## src/rtl/dtmf_steer_pkg.sv

```systemverilog
package dtmf_steer_pkg;
  typedef struct packed {
    logic cntUp;
    logic cntDn;
    logic cntClr;
    logic loadCode;
  } guardCtl_t;
endpackage

```

## src/rtl/dtmf_steer_dp.sv

```systemverilog
module dtmf_steer_dp
  import dtmf_steer_pkg::*;
#(
  parameter int CODE_W    = 4,
  parameter int SET_COUNT = 32,
  parameter int GUARD_W   = 6
) (
  input  logic              clk,
  input  logic              rstN,
  input  guardCtl_t         ctl,
  input  logic [CODE_W-1:0] codeIn,
  input  logic              outEn,
  output logic [GUARD_W-1:0] guardLevel,
  output logic [CODE_W-1:0] dataOut,
  output logic              dataDrive
);
  localparam logic [GUARD_W-1:0] SET_LVL = GUARD_W'(SET_COUNT);

  always_ff @(posedge clk or negedge rstN) begin
    if (!rstN)           guardLevel <= '0;
    else if (ctl.cntClr) guardLevel <= '0;
    else if (ctl.cntUp)  guardLevel <= guardLevel + 1'b1;
    else if (ctl.cntDn)  guardLevel <= guardLevel - 1'b1;
  end

  always_ff @(posedge clk or negedge rstN) begin
    if (!rstN)             dataOut <= '0;
    else if (ctl.loadCode) dataOut <= codeIn;
  end

  assign dataDrive = outEn;

  AST_TIMER_BOUND: assert property (@(posedge clk) disable iff (!rstN)
    guardLevel <= SET_LVL) else $error("timer above set level");
  AST_CODE_HOLD: assert property (@(posedge clk) disable iff (!rstN)
    !ctl.loadCode |=> $stable(dataOut)) else $error("latch moved");
  AST_PD_TIMER: assert property (@(posedge clk) disable iff (!rstN)
    ctl.cntClr |=> guardLevel == '0) else $error("timer not cleared");
endmodule

```

## src/rtl/dtmf_steer_ctrl.sv

```systemverilog
module dtmf_steer_ctrl
  import dtmf_steer_pkg::*;
#(
  parameter int SET_COUNT    = 32,
  parameter int CLR_COUNT    = 4,
  parameter int STROBE_DELAY = 3,
  parameter int TICK_DIV     = 1,
  parameter int GUARD_W      = 6
) (
  input  logic               clk,
  input  logic               rstN,
  input  logic               sigValid,
  input  logic               powerDown,
  input  logic [GUARD_W-1:0] guardLevel,
  output guardCtl_t          ctl,
  output logic               earlySteer,
  output logic               delayedSteer
);
  localparam int DLY_W = $clog2(STROBE_DELAY + 1);
  localparam logic [GUARD_W-1:0] SET_LVL = GUARD_W'(SET_COUNT);
  localparam logic [GUARD_W-1:0] SET_M1  = GUARD_W'(SET_COUNT - 1);
  localparam logic [GUARD_W-1:0] CLR_P1  = GUARD_W'(CLR_COUNT + 1);
  localparam logic [DLY_W-1:0]   DLY_LD  = DLY_W'(STROBE_DELAY);

  logic tick;
  logic held;
  logic setHit, relHit;
  logic [DLY_W-1:0] dlyCnt;

  generate
    if (TICK_DIV == 1) begin : g_noDiv
      assign tick = 1'b1;
    end else begin : g_div
      localparam int DIV_W = $clog2(TICK_DIV);
      logic [DIV_W-1:0] divCnt;
      always_ff @(posedge clk or negedge rstN) begin
        if (!rstN)                                 divCnt <= '0;
        else if (powerDown)                        divCnt <= '0;
        else if (divCnt == DIV_W'(TICK_DIV - 1))   divCnt <= '0;
        else                                       divCnt <= divCnt + 1'b1;
      end
      assign tick = (divCnt == DIV_W'(TICK_DIV - 1));
    end
  endgenerate

  always_comb begin
    setHit       = tick && earlySteer && !held && (guardLevel == SET_M1);
    relHit       = tick && !earlySteer && held && (guardLevel == CLR_P1);
    ctl.cntClr   = powerDown;
    ctl.cntUp    = !powerDown && tick && earlySteer && (guardLevel != SET_LVL);
    ctl.cntDn    = !powerDown && tick && !earlySteer && (guardLevel != '0);
    ctl.loadCode = !powerDown && setHit;
  end

  always_ff @(posedge clk or negedge rstN) begin
    if (!rstN) earlySteer <= 1'b0;
    else       earlySteer <= sigValid && !powerDown;
  end

  always_ff @(posedge clk or negedge rstN) begin
    if (!rstN)                     held <= 1'b0;
    else if (powerDown || relHit)  held <= 1'b0;
    else if (setHit)               held <= 1'b1;
  end

  always_ff @(posedge clk or negedge rstN) begin
    if (!rstN)                     dlyCnt <= '0;
    else if (powerDown || relHit)  dlyCnt <= '0;
    else if (setHit)               dlyCnt <= DLY_LD;
    else if (dlyCnt != '0)         dlyCnt <= dlyCnt - 1'b1;
  end

  always_ff @(posedge clk or negedge rstN) begin
    if (!rstN)                     delayedSteer <= 1'b0;
    else if (powerDown || relHit)  delayedSteer <= 1'b0;
    else if (dlyCnt == DLY_W'(1))  delayedSteer <= 1'b1;
  end

  AST_EARLY_DROP: assert property (@(posedge clk) disable iff (!rstN)
    !sigValid |=> !earlySteer) else $error("early flag stuck");
  AST_STROBE_HELD: assert property (@(posedge clk) disable iff (!rstN)
    $rose(delayedSteer) |-> $past(held)) else $error("strobe without digit");
  AST_PD_CLEARS: assert property (@(posedge clk) disable iff (!rstN)
    powerDown |=> !earlySteer && !delayedSteer) else $error("pd left steering");
  AST_STROBE_NEEDS_HELD: assert property (@(posedge clk) disable iff (!rstN)
    delayedSteer |-> held) else $error("strobe after release");
endmodule

```

## src/rtl/dtmf_steer.sv

```systemverilog
module dtmf_steer
  import dtmf_steer_pkg::*;
#(
  parameter int CODE_W       = 4,
  parameter int SET_COUNT    = 32,
  parameter int CLR_COUNT    = 4,
  parameter int STROBE_DELAY = 3,
  parameter int TICK_DIV     = 1
) (
  input  logic              clk,
  input  logic              rstN,
  input  logic              sigValid,
  input  logic [CODE_W-1:0] codeIn,
  input  logic              outEn,
  input  logic              powerDown,
  output logic              earlySteer,
  output logic              delayedSteer,
  output logic [CODE_W-1:0] dataOut,
  output logic              dataDrive
);
  localparam int GUARD_W = $clog2(SET_COUNT + 1);

  guardCtl_t ctl;
  logic [GUARD_W-1:0] guardLevel;

  dtmf_steer_ctrl #(
    .SET_COUNT(SET_COUNT), .CLR_COUNT(CLR_COUNT), .STROBE_DELAY(STROBE_DELAY),
    .TICK_DIV(TICK_DIV), .GUARD_W(GUARD_W)
  ) u_ctrl (
    .clk(clk), .rstN(rstN), .sigValid(sigValid), .powerDown(powerDown),
    .guardLevel(guardLevel), .ctl(ctl), .earlySteer(earlySteer),
    .delayedSteer(delayedSteer)
  );

  dtmf_steer_dp #(
    .CODE_W(CODE_W), .SET_COUNT(SET_COUNT), .GUARD_W(GUARD_W)
  ) u_dp (
    .clk(clk), .rstN(rstN), .ctl(ctl), .codeIn(codeIn), .outEn(outEn),
    .guardLevel(guardLevel), .dataOut(dataOut), .dataDrive(dataDrive)
  );
endmodule

```

## config.mk

```make
export PLATFORM = sky130hd
export DESIGN_NAME = dtmf_steer
export DESIGN_NICKNAME = d
export VERILOG_FILES = /design/src/rtl/dtmf_steer_pkg.sv /design/src/rtl/dtmf_steer_dp.sv /design/src/rtl/dtmf_steer_ctrl.sv /design/src/rtl/dtmf_steer.sv
export SDC_FILE = /design/constraint.sdc
export NUM_CORES = 1
export LEC_CHECK = 0
export BUFFER_PORTS_ARGS = -buffer_cell sky130_fd_sc_hd__buf_4
export CAP_MARGIN = 15
export CORE_MARGIN = 5
export CORE_UTILIZATION = 35
export CTS_CLUSTER_DIAMETER = 60
export DETAILED_ROUTE_END_ITERATION = 10
export PLACE_DENSITY = 0.55
export SETUP_SLACK_MARGIN = 0.5
export SLEW_MARGIN = 40
export SYNTH_ARGS = -nofsm -noshare
export SYNTH_HDL_FRONTEND = slang
export SYNTH_HIERARCHICAL = 1
export SYNTH_SLANG_ARGS = --single-unit
```

## constraint.sdc

```tcl
create_clock -name clk -period 2.2 [get_ports clk]
set_input_delay 0.66 -clock clk [delete_from_list [all_inputs] [get_ports clk]]
set_output_delay 0.66 -clock clk [all_outputs]
set_load 0.005 [all_outputs]
```

==> impl_metrics.ini <==
[worst_setup_path]
crit_arrival_ns = 2.35
max_stage_delay_ns = 0.41
cp_max_fo = 3
path_buf_inv = 1
required_ns = 2.42
end_kind = flop
timing.rr.end = u_dp/guardLevel[3]$_DFFE_PN0P_
cp_top_family = simple AND/OR/NAND/NOR gates
timing.rr.start = u_dp/guardLevel[2]$_DFFE_PN0P_
cp_cell_sequence = nor4_4 -> a311oi_4 -> inv_2 -> ha_1 -> a21o_1 -> a21oi_2 -> nor4bb_2 -> a311o_1
ff2ff_setup_slack_ns = 0.07
r2r_cells = 8
critical_path_class = flop to flop
startpoint_type = flop
critPathSlowestCell = dfrtp_1

[cells_and_area]
layout-drive-gt1-share_pct = 45.45
finalCoreUtilization_pct = 54.07
final_nets = 138
diodes = 0
final_cell_count_no_fill = 151
area_growth_pct = 46.31

[cts]
cts_sinks = 15
ctsRootBufferMaster = clkbuf_4
cts_tree = yes
cts_hold_buf = 0
h-tree-depth = 1
path_clk_slew_ns = 0.08
cts-buffers-inserted = 3
cts_buffer_depth = 2
clkLatencyLatePin_ns = 0.27

[timing]
hold_violations = 0
setup_slack_ns = 0.07042
holdWs_ns = 0.2235
post-route-period-util_pct = 96.80
worstMarginPinSlew_ns = 0.5120
rsz0062_at_grt = yes
max_freq_mhz = 469.6
fin_tns_setup_ns = 0
finClkSkew_ns = 0.001280
min_period_ns = 2.130
setup_viol = 0
final_max_slew_viol_count = 0
slew-limit-headroom_pct = 65.66

[grt]
grt_overflow_total = 0
met3_usage_pct = 4.612
grt_pass1_wl_um = 3636
grtUsageMet1_pct = 16.24
grt_antenna_before_repair = 0
grt_max_degree = 16
met2_usage_pct = 21.97
gr-max-usage-layer = met2
grt_pass1_vias = 799
grt_usage_pct = 13.23

[power]
peakVddDrop_mv = 0.7410
p_per_area_nw_per_um2 = 1050
p_leak_uw = 0.0006279

[floorplanning]
start_util_pct = 36.95
pin_count = 16
coreArea_sq_um = 2522
die_y_um = 61.61
dieWidth_um = 61.61
num_rows = 18
dieArea_sq_um = 3795

[place]
port_buffers = 13
preCtsSetupSlack_ns = -0.06790
dp_hpwl_um = 1600
gp_congestion = 0.8430
place_inst = 142

[outcome]
status = completed

[synthesis]
syn-mean-instance-area_sq_um = 10.24
ys_ff_latch = 15
synth.most_common_cell = dfrtp_1
synth_ff_type = dfrtp_1
postSynth.asyncResetShare_pct = 100.0
synth_cell_types = 36
synth_edf_count = 0
syn-num-nets = 107
yosys-top-cells-area = dfrtp_1 40%, ha_1 8.1%, mux2_2 6.0%
synthCells = 91
synth_area_sq_um = 932.1
synthTopCellsByCount = 15 x dfrtp_1, 9 x inv_1, 9 x nor2_1, 7 x a21oi_1, 6 x ha_1
yosysSeqAreaShare_pct = 40.27
synth_largest_area_cell = dfrtp_1
yosys_warnings = 6
synth_top_area_share_pct = 40.27

[detailed_routing]
ant_nets = 0
drt_wl_total_um = 2201
via_count = 771
vias_per_cell = 5.106
initialDrtViolationCount = 14
wl_per_cell_um = 14.58
dr.pass1.iters = 3
drc = 0

[min_path]
hold_class = input pin to asynchronous set/reset pin

[job]
max_cap_violations = 0
layer usage:
metal  up-vias  share of wire [%]
li1        383                  -
met1       376                 44
met2        10                 51
met3         2                3.9
met4         0               0.86
met5         -                  0
cells by family (layout without fill, tap and decap cells):
logic type / after synthesis / count (layout) / share of synthesized area (%)
flip-flops: 15 / 15 / 40.27
AO/OA/AOI/OAI: 17 / 17 / 12.21
adder cells (fa/ha/maj): 7 / 7 / 10.20
XOR/XNOR: 2 / 2 / 1.880
AND/OR/NAND/NOR: 32 / 32 / 23.09
buffers and inverters: 13 / 43 / 6.308
multiplexers: 5 / 5 / 6.040
flip-flops by register name, summed over array words and instances, names as in the netlist:
register	count
u_ctrl/delayedSteer	1
u_dp/guardLevel	6
u_ctrl/dlyCnt	2
u_ctrl/held	1
u_ctrl/earlySteer	1
u_dp/dataOut	4
where the power goes:
part           internal [uW]  leakage (uW)  switching [uW]  total (uW)
Clock                   70.3     0.0000150            80.5         151
Combinational            471      0.000415             415         886
Sequential               341      0.000198            55.6         396
Total                    882      0.000628             551        1430
worst register-to-register path: cells and delay by family, from the launching register on:
kind                       cells  cell delay (ns)
AOI/OAI and AO/OA              4             0.60
adders and majority gates      1             0.25
buffers and inverters          1             0.15
DFF                            1             0.41
and+or+nand+nor                2             0.66
placed cells by master (no fill, tap or decap), types with 2 or more instances in the layout:
cell type,netlist,layout
ha_4,0,3
inv_1,9,8
dfrtp_1,15,15
clkbuf_4,0,3
nor3b_1,2,2
buf_6,0,3
nor2_1,9,7
ha_1,6,3
a21o_1,2,2
a21oi_1,7,5
nand3_1,3,3
nor2b_1,2,2
buf_4,2,26
nor4_1,3,2
nor2_4,0,2
mux2_4,0,4
repair_timing:
| item | CTS | global route |
|---|---|---|
| hold endpoints to repair | 0 | 0 |
| setup buffers | 3 | 2 |
| gates resized for setup | 12 | 8 |
| pin swaps | 6 | 3 |
| setup endpoints to repair | 10 | 10 |
layout make-up:
| class | count | area (sq um) |
|---|---|---|
| fillers | 226 | 1159 |
| multi-input cells | 63 | 641.9 |
| flip-flops and latches | 15 | 375.4 |
| repair buffers | 30 | 249.0 |
| well taps | 30 | 37.54 |
| inverters | 9 | 33.78 |
| clock buffers | 4 | 26.28 |
metrics by stage:
stage,cell area (sq um),total power [uW]
finish,1364,1433
global route,1364,1554
CTS,1311,1404
detailed placement,1184,1148
global placement,1184,1126
floorplan,983.4,916.0
worst max-delay path by stage:
stage,from,endpoint,slack [ns],cells after the start
floorplan,powerDown,u_dp/guardLevel[4]$_DFFE_PN0P_,0.09,6
global placement,powerDown,u_dp/guardLevel[5]$_DFFE_PN0P_,-0.07,8
detailed placement,powerDown,u_dp/guardLevel[5]$_DFFE_PN0P_,-0.07,8
CTS,u_dp/guardLevel[2]$_DFFE_PN0P_,u_dp/guardLevel[3]$_DFFE_PN0P_,0.07,8
global route,u_dp/guardLevel[2]$_DFFE_PN0P_,u_dp/guardLevel[3]$_DFFE_PN0P_,-0.004,8
finish,u_dp/guardLevel[2]$_DFFE_PN0P_,u_dp/guardLevel[3]$_DFFE_PN0P_,0.07,8
Note: power is estimated with default switching activity, not from simulation.
